--- src/rtl/eptx_pkg.sv ---
package eptx_pkg;
   localparam int NUM_BANKS = 2;
   localparam int CTL_W     = 2;

   typedef struct packed {
      logic zlp_en;
      logic dma_en;
   } eptx_ctl_t;
endpackage

--- src/rtl/eptx_store.sv ---
module eptx_store #(
   parameter int DATA_W     = 8,
   parameter int BANK_BYTES = 64,
   localparam int OFF_W     = $clog2(BANK_BYTES)
) (
   input  logic              clk,
   input  logic              wr_we,
   input  logic              wr_bank,
   input  logic [OFF_W-1:0]  wr_addr,
   input  logic [DATA_W-1:0] wr_data,
   input  logic              rd_bank,
   input  logic [OFF_W-1:0]  rd_addr,
   output logic [DATA_W-1:0] rd_data
);
   import eptx_pkg::*;

   logic [DATA_W-1:0] bank_out [NUM_BANKS];

   for (genvar g = 0; g < NUM_BANKS; g++) begin : g_bank
      logic [DATA_W-1:0] mem [BANK_BYTES];
      always_ff @(posedge clk) begin
         if (wr_we && (int'(wr_bank) == g)) mem[wr_addr] <= wr_data;
      end
      assign bank_out[g] = mem[rd_addr];
   end

   assign rd_data = bank_out[rd_bank];
endmodule

--- src/rtl/eptx_fill.sv ---
module eptx_fill #(
   parameter int BANK_BYTES = 64,
   localparam int CNT_W     = $clog2(BANK_BYTES + 1),
   localparam int OFF_W     = $clog2(BANK_BYTES)
) (
   input  logic                  clk,
   input  logic                  rst_n,
   input  logic                  dma_en,
   input  logic                  zlp_en,
   input  logic                  wr_valid,
   input  logic                  commit_req,
   input  logic                  clr_valid,
   input  logic                  clr_idx,
   output logic                  wptr,
   output logic [1:0]            bank_ready,
   output logic [1:0][CNT_W-1:0] bank_cnt,
   output logic                  wr_accept,
   output logic [OFF_W-1:0]      wr_addr,
   output logic                  dma_req,
   output logic                  drop
);
   logic [CNT_W-1:0] cur_cnt, cnt_after;
   logic             room, auto_commit, sw_commit, do_commit;

   assign cur_cnt     = bank_cnt[wptr];
   assign room        = !bank_ready[wptr] && (cur_cnt < CNT_W'(BANK_BYTES));
   assign wr_accept   = wr_valid && room;
   assign drop        = wr_valid && !room;
   assign wr_addr     = cur_cnt[OFF_W-1:0];
   assign auto_commit = wr_accept && dma_en && (cur_cnt == CNT_W'(BANK_BYTES - 1));
   assign cnt_after   = cur_cnt + CNT_W'(wr_accept);
   assign sw_commit   = commit_req && !bank_ready[wptr] && !auto_commit &&
                        ((cnt_after != '0) || zlp_en);
   assign do_commit   = auto_commit || sw_commit;
   assign dma_req     = dma_en && room;

   always_ff @(posedge clk or negedge rst_n) begin
      if (!rst_n) begin
         wptr       <= 1'b0;
         bank_ready <= '0;
         bank_cnt   <= '0;
      end else begin
         for (int b = 0; b < 2; b++) begin
            if (clr_valid && (int'(clr_idx) == b)) begin
               bank_ready[b] <= 1'b0;
               bank_cnt[b]   <= '0;
            end else if (int'(wptr) == b) begin
               bank_cnt[b] <= cnt_after;
               if (do_commit) bank_ready[b] <= 1'b1;
            end
         end
         if (do_commit) wptr <= !wptr;
      end
   end
endmodule

--- src/rtl/eptx_drain.sv ---
module eptx_drain #(
   parameter int BANK_BYTES = 64,
   localparam int CNT_W     = $clog2(BANK_BYTES + 1),
   localparam int OFF_W     = $clog2(BANK_BYTES)
) (
   input  logic                  clk,
   input  logic                  rst_n,
   input  logic [1:0]            bank_ready,
   input  logic [1:0][CNT_W-1:0] bank_cnt,
   input  logic                  rd_en,
   output logic                  rptr,
   output logic [OFF_W-1:0]      rd_off,
   output logic                  rd_avail,
   output logic [CNT_W-1:0]      rd_len,
   output logic                  rd_last,
   output logic                  pkt_done
);
   assign rd_avail = bank_ready[rptr];
   assign rd_len   = bank_cnt[rptr];
   assign rd_last  = rd_avail &&
                     ((rd_len == '0) || (CNT_W'(rd_off) == rd_len - CNT_W'(1)));
   assign pkt_done = rd_en && rd_last;

   always_ff @(posedge clk or negedge rst_n) begin
      if (!rst_n) begin
         rptr   <= 1'b0;
         rd_off <= '0;
      end else if (rd_en && rd_avail) begin
         if (rd_last) begin
            rptr   <= !rptr;
            rd_off <= '0;
         end else begin
            rd_off <= rd_off + OFF_W'(1);
         end
      end
   end
endmodule

--- src/rtl/ep_tx_pingpong.sv ---
module ep_tx_pingpong #(
   parameter int DATA_W      = 8,
   parameter int BANK_BYTES  = 64,
   parameter bit ZLP_SUPPORT = 1'b1,
   localparam int CNT_W      = $clog2(BANK_BYTES + 1)
) (
   input  logic              clk,
   input  logic              rst_n,
   input  logic              ctl_we,
   input  logic [1:0]        ctl_wdata,
   output logic [1:0]        ctl_rdata,
   input  logic              commit_req,
   input  logic              wr_valid,
   input  logic [DATA_W-1:0] wr_data,
   output logic              dma_req,
   output logic              ovf_flag,
   input  logic              ovf_clr,
   input  logic              rd_en,
   output logic              rd_avail,
   output logic [CNT_W-1:0]  rd_len,
   output logic [DATA_W-1:0] rd_data,
   output logic              rd_last,
   output logic              pkt_done,
   input  logic              irq_en,
   input  logic              irq_ack,
   output logic              irq
);
   import eptx_pkg::*;
   localparam int OFF_W = $clog2(BANK_BYTES);

   if (BANK_BYTES < 2 || (BANK_BYTES & (BANK_BYTES - 1)) != 0) begin : g_bad_depth
      $error("BANK_BYTES must be a power of two of at least 2");
   end
   if (DATA_W < 1) begin : g_bad_width
      $error("DATA_W must be positive");
   end

   eptx_ctl_t             ctl_q;
   logic                  zlp_eff;
   logic                  wptr, rptr, wr_accept, drop, irq_pend;
   logic [1:0]            bank_ready;
   logic [1:0][CNT_W-1:0] bank_cnt;
   logic [OFF_W-1:0]      wr_addr, rd_off;

   always_ff @(posedge clk or negedge rst_n) begin
      if (!rst_n)      ctl_q <= '0;
      else if (ctl_we) ctl_q <= eptx_ctl_t'(ctl_wdata);
   end

   if (ZLP_SUPPORT) begin : g_zlp
      assign zlp_eff = ctl_q.zlp_en;
   end else begin : g_nozlp
      assign zlp_eff = 1'b0;
   end

   assign ctl_rdata = ctl_q;

   always_ff @(posedge clk or negedge rst_n) begin
      if (!rst_n) begin
         ovf_flag <= 1'b0;
         irq_pend <= 1'b0;
      end else begin
         if (drop)         ovf_flag <= 1'b1;
         else if (ovf_clr) ovf_flag <= 1'b0;
         if (pkt_done)     irq_pend <= 1'b1;
         else if (irq_ack) irq_pend <= 1'b0;
      end
   end

   assign irq = irq_pend && irq_en;

   eptx_fill #(.BANK_BYTES(BANK_BYTES)) u_fill (
      .clk(clk), .rst_n(rst_n), .dma_en(ctl_q.dma_en), .zlp_en(zlp_eff),
      .wr_valid(wr_valid), .commit_req(commit_req),
      .clr_valid(pkt_done), .clr_idx(rptr),
      .wptr(wptr), .bank_ready(bank_ready), .bank_cnt(bank_cnt),
      .wr_accept(wr_accept), .wr_addr(wr_addr), .dma_req(dma_req), .drop(drop)
   );

   eptx_drain #(.BANK_BYTES(BANK_BYTES)) u_drain (
      .clk(clk), .rst_n(rst_n), .bank_ready(bank_ready), .bank_cnt(bank_cnt),
      .rd_en(rd_en), .rptr(rptr), .rd_off(rd_off), .rd_avail(rd_avail),
      .rd_len(rd_len), .rd_last(rd_last), .pkt_done(pkt_done)
   );

   eptx_store #(.DATA_W(DATA_W), .BANK_BYTES(BANK_BYTES)) u_store (
      .clk(clk), .wr_we(wr_accept), .wr_bank(wptr), .wr_addr(wr_addr),
      .wr_data(wr_data), .rd_bank(rptr), .rd_addr(rd_off), .rd_data(rd_data)
   );
endmodule

--- config.mk ---
export PLATFORM = sky130hd
export DESIGN_NAME = ep_tx_pingpong
export DESIGN_NICKNAME = d
export VERILOG_FILES = /design/src/rtl/eptx_pkg.sv /design/src/rtl/eptx_store.sv /design/src/rtl/eptx_fill.sv /design/src/rtl/eptx_drain.sv /design/src/rtl/ep_tx_pingpong.sv
export SDC_FILE = /design/constraint.sdc
export NUM_CORES = 1
export LEC_CHECK = 0
export ABC_CLOCK_PERIOD_IN_PS = 9000
export BUFFER_PORTS_ARGS = -buffer_cell sky130_fd_sc_hd__buf_2
export CAP_MARGIN = 20
export CORE_AREA = 2 2 256 258
export DETAILED_ROUTE_END_ITERATION = 16
export DIE_AREA = 0 0 258 260
export PLACE_DENSITY = 0.91
export SLEW_MARGIN = 15
export SYNTH_ARGS = -nofsm -noshare
export SYNTH_HDL_FRONTEND = slang
export SYNTH_HIERARCHICAL = 1
export SYNTH_SLANG_ARGS = --single-unit
--- constraint.sdc ---
create_clock -name clk -period 9 [get_ports clk]
set_input_delay 0.45 -clock clk [delete_from_list [all_inputs] [get_ports clk]]
set_output_delay 0.45 -clock clk [all_outputs]
set_load 0.05 [all_outputs]
# Word-level counts from Yosys, hierarchy flattened
# Memories as Yosys holds them, arrays and structs flattened.
# Cells that the tools add are included.
# W data, S select, Z words.
dict set report op_classes {
  n_addsub 3
  magnitude_cmp 4
  eq_ne 3
  n_mux 29
  bitwise_logic 3
  reduce_logical 35
}
# cell count
set ops {}
lappend ops {{$mux W7} 8}
lappend ops {{$mux W8} 3}
lappend ops {{$logic_and A1 B1 Y1} 17}
lappend ops {{$mux W1} 17}
lappend ops {{$reduce_bool A2 Y1} 5}
lappend ops {{$add A7 B1 Y7} 1}
lappend ops {{$eq A6 B7 Y1} 1}
lappend ops {{$eq A7 B6 Y1 const B} 1}
lappend ops {{$logic_not A7 Y1} 1}
lappend ops {{$lt A7 B7 Y1 const B} 1}
lappend ops {{$reduce_bool A7 Y1} 1}
lappend ops {{$sub A7 B1 Y7 const B} 1}
lappend ops {{$add A6 B1 Y6 const B} 1}
lappend ops {{$mux W6} 1}
lappend ops {{$reduce_and A2 Y1} 3}
lappend ops {{$logic_not A1 Y1} 5}
lappend ops {{$lt A1 B2 Y1 const B} 2}
lappend ops {{$logic_or A1 B1 Y1} 3}
lappend ops {{$ge A2 B2 Y1 const B} 1}
lappend ops {{$ne A2 B2 Y1 const B} 1}
lappend ops {{$not A1 Y1} 2}
lappend ops {{$not A1 Y2} 1}
dict set report totals {
  reg_bits 28
  ram_bits 1024
  inputBits 19
  out_inout_bits 23
  word_cells 90
  n_memories 2
}
# name depth width read_ports rd_ports_with_merged_regs write_ports line
set mem_list {}
lappend mem_list {{u_store.g_bank[0].mem} 64 8 1 0 1 eptx_store.sv:20} ;# logic [DATA_W-1:0] mem [BANK_BYTES];
lappend mem_list {{u_store.g_bank[1].mem} 64 8 1 0 1 eptx_store.sv:20}

# Logic depth before layout (Yosys ltp)
dict set report logic_depth {
  depth_word 14
  mapped_depth 13
  ltp_nobuf 11
}

# Cells and area by module
# Netlist, hierarchy kept.
# module n_inst cells_each area_per_inst_um2 seq_area_each_um2
set by_module_without_submodules {}
lappend by_module_without_submodules {eptx_store 1 1634 39542.9 30749.5}
lappend by_module_without_submodules {eptx_fill 1 122 1083.5 425.4}
lappend by_module_without_submodules {eptx_drain 1 82 748.2 175.2}
lappend by_module_without_submodules {ep_tx_pingpong 1 12 166.4 100.1}

# Worst setup path after synthesis
# OpenSTA, ideal clock, no wires.
dict set report synth_timing {
  path_type {reg2out}
  start {register u_drain.rd_off[0]}
  end {output rd_data[0]}
  arrival_time_ns 2.995
  required_time_ns 8.550
  path_slack_ns 5.555
  path_stages_with_launch 7
  path_buffers 2
  cell_sequence {dfrtp_1 clkbuf_1 buf_1 mux4_2 mux4_2 mux4_2 mux2_2}
}
dict set report synth_via {
  elab_chain_cells 4
  elab_cells_between_ends 5
  cone_classes {3 x mux; 2 x memory}
}
# item line
set synth_rtl {}
lappend synth_rtl {{start, declared} eptx_drain.sv:12} ;# output logic [OFF_W-1:0] rd_off,
lappend synth_rtl {{start signal, assigned} eptx_drain.sv:33} ;# rd_off <= rd_off + OFF_W'(1);
lappend synth_rtl {{$mem_v2 Z64 W8} -}
lappend synth_rtl {{$mux W8 (implied by the code) (*) (3 in series)} eptx_store.sv:27} ;# assign rd_data = bank_out[rd_bank];
lappend synth_rtl {{end, declared} ep_tx_pingpong.sv:21} ;# output logic [DATA_W-1:0] rd_data,
# Every way passes the cells marked *; elsewhere a longest branch is shown, timed or not. The select of a mux whose other input is x is not followed.

# Final worst setup path
dict set report layout_timing {
  start {register u_drain.rd_off[0]}
  end {output rd_data[7]}
}
# The elaborated chain is that of the path after synthesis.

==> impl_results.md <==
* Status: completed
* Met3 Wirelength at 17.1 mm
* Nets at 1942
* Final critical-path required period at 5.41 ns
* Clock network power share at 0.329
* Worst Reg-to-Reg Cells at 7
* Critical Path Start: u_drain/rd_off[0]
* Final instance area at approximately 46000 µm²
* Buffers plus inverters on the worst setup path at 2
* Tcrit/Tclk final at 0.602
* FMAX at 185 MHz
* Setup TNS at 0 ns
* Post-synth EDFFs at 1024
* Sw Pwr at 3.72 mW
* Crit path cell chain: buf_12, mux4_2, mux4_2, mux4_2, mux2_2, buf_2
* Warnings from Yosys at 6
* Pin count of the biggest net entering global routing at 155
* Final setup viols at 0
* Commonest cells in the netlist: 1024 x edfxtp_1, 336 x mux4_2, 155 x nor2_1
* Sequential-to-total area share from yosys stat at 0.757
* Reg-to-reg critical path startpoint: u_fill/wptr
* Die ar. at between 60000 and 70000 µm²
* Highest routed layer: met5
* Max Root-Sink Buffers at 3
* Initial cell density of the core at 0.648
* Levels on crit path at 6
* Detail Route Antenna Nets at 0
* Post-synth top area cell: edfxtp_1
* FF-to-FF setup slack at between 4 and 5 ns
* Met2 wire len at around 60 mm
* PwrDens at 275 nW/µm²
* Worst hold path type: primary input to flop
* CP startpoint kind: flop
* Placement Cell Area at 42500 µm²
* P_int at 8.86 mW
* CTS root buf: clkbuf_16
* Avg Inst Size Synth at approximately 22 µm²
* Fraction of layout cells with a size suffix above 1 at 0.286
* Clock slew at reported path FFs at 0.06 ns
* Final WL at 123 mm
* Crit path capture: rd_data[7]
* IO Pins at 42
* Worst Path Arrival at 4.96 ns
* Drt initial violations at 4474
* Fin. max-slew vios at 0
* Initial antenna violation count at 8
* Critical Path Slowest Stage Cell: dfrtp_4
* Synth area leaders: edfxtp_1 74%, mux4_2 18%, dfrtp_1 1.7%, nor2_1 1.4%, clkbuf_1 0.44%
* Combinational power share at 0.226
* Vias in the first global route at 21800
* # port buffers at between 40 and 50
* Worst skew pair latency at ~0.66 ns
* Leak Pwr at 14.0 nW
* Die X at about 260 µm
* Hold Slack at between 0.03 and 0.04 ns
* Dpl cells at around 2700
* Slew margin rel. at 0.152
* Worst slew pin tran at approximately 1.3 ns
* Clock tree from TritonCTS: done
* Final clock skew at 0.0239 ns
* Most common cell in the netlist: edfxtp_1
* Vias per std cell at 7.84
* Grt total ovfl at 0
* Via count at around 22000
* Fin. Hold Viols at 0
* Critical path type: flop to output port
* Post-CTS Resized at 0
* Reg2reg end: u_store/g_bank[1].mem[1][4]
* Slowest stage delay, CP at just under 0.9 ns
* Top Family by Delay on Critical Path: multiplexers
* Yosys reg bits at 1052
* Post-synthesis cell count at 1850
* Critical Path Sink Type: output port
* Cell area after synthesis at 41500 µm²
* Post-CTS setup buffers at 0
* M1 WL at 38.2 mm
* Max Cap Viol at 0
* Main flop type after synthesis: edfxtp_1
* Fin cells at 2851
* CTS sink count at 1052
* Fraction of registers with async set/reset at 0.0266
* Mapped Nets at around 1900
* RSZ-0062 raised after global routing: false
* CTS Buf Count at 97
* Hold Crit Start: ctl_wdata[0]
* # DRC at 0
* Core area at 64100 µm²
* Utilization after layout at 0.713
* Filler instances at 3159
* WL/cell at 43.0 µm
* Unique masters post-synth at 54
* Post-DP HPWL at 60.5 mm
* GRT Total Usage at 0.367
* Seq pwr share at 0.445
* Top-area cell type share of the netlist area at 0.740
* 1st-pass router iterations at 6
* Die extent in y at 260 µm
* CTS Hold Bufs at 2
* CP max FO at between 100 and 150
* Peak supply drop at approximately 240 µV
* First-pass GRT wire length at ~170 mm
* Area delta synth->final at 10.0%
* # H-tree levels at 3
* Rows at 93
* Data required time of the critical path at 8.55 ns
* Final GP Congestion at 0.838
* Most used cell, CP: mux4_2
* Net Sw Frac at 0.296
-- power by group through the flow --
| stage | clock, mW | combinational, mW | sequential, mW |
|---|---|---|---|
| 2_1_floorplan | 0 | 1.98 | 5.60 |
| 3_3_place_gp | 0 | 2.53 | 5.70 |
| 3_5_place_dp | 0 | 2.63 | 5.71 |
| 4_1_cts | 4.13 | 2.75 | 5.61 |
| 5_1_grt | 4.30 | 2.89 | 5.61 |
| 6_report | 4.13 | 2.85 | 5.60 |
-- area by class of cell --
type                            count  area [µm²]  share of cell area
Antenna cell                        2        5.00            0.000109
Clock buffer                      124        2570              0.0563
Clock inverter                     50         472              0.0103
Inverter                           24        90.1             0.00197
Multi-Input combinational cell    675        9530               0.209
Sequential cell                  1052       31500               0.688
Tap cell                          855        1070              0.0234
Timing Repair Buffer               69         504              0.0110
-- cell families after synthesis --
group	synth area share
and+or+nand+nor	0.0275
buffers and inverters	0.0136
xor gates and xnor gates	0.00455
muxes	0.190
adders and majority gates	0.00120
DFF	0.757
AOI/OAI and AO/OA	0.00596
-- how the worst min path moves through the flow --
stage / cells past startpoint / to
after floorplan: 0 / ctl_rdata[0]
after global placement: 1 / irq_pend
after detailed placement: 1 / irq_pend
after CTS: 2 / ctl_rdata[0]
after global routing: 2 / ctl_rdata[0]
final: 2 / ctl_rdata[0]
-- state kept, by name (all words and copies together), names as in the netlist --
| register | flops |
|---|---|
| ovf_flag | 1 |
| u_fill/wptr | 1 |
| u_fill/bank_ready | 2 |
| irq_pend | 1 |
| u_drain/rd_off | 6 |
| u_drain/rptr | 1 |
| u_fill/bank_cnt | 14 |
| zlp_eff | 1 |
| ctl_rdata | 1 |
| u_store/g_bank.mem | 1024 |
-- layout by cell type, fill, tap and decap left out, types with 4 or more instances in the layout --
cell	instances
xor2_1	12
mux2_4	4
mux2i_1	12
nand3b_1	9
a21oi_1	10
clkbuf_16	99
edfxtp_1	1024
clkinvlp_4	5
buf_2	33
clkbuf_1	25
mux4_2	336
nand4_1	5
bufinv_16	7
and2_1	8
xnor2_1	7
buf_4	27
clkinv_1	17
mux2_2	13
nand2_1	30
dfrtp_1	24
nor2_2	4
or3_1	4
nand3_1	9
inv_1	23
nor3_1	9
ha_1	4
nor2_1	151
clkinv_2	14
nor2b_1	6
-- worst reg2reg max path, cell delays in order, from the launching register on --
cell     delay, ns
dfrtp_1       0.52
buf_8         0.24
nor3_1        0.23
a21oi_1       0.13
nor2b_1       0.32
and2_1        0.56
nand3_1       0.83
nor2_1        1.25
-- stage by stage --
stage	setup WS [ns]	power [mW]
after floorplan	5.55	7.58
after global placement	4.48	8.23
after detailed placement	4.38	8.35
after CTS	3.59	12.5
after global routing	3.41	12.8
final	3.59	12.6
-- layer usage --
| layer | GRT usage | vias up |
|---|---|---|
| li1 | - | 7892 |
| met5 | 0 | - |
| met4 | 0.183 | 14 |
| met3 | 0.0896 | 460 |
| met2 | 0.583 | 2563 |
| met1 | 0.487 | 11400 |
Note: power is estimated with default switching activity, not from simulation.
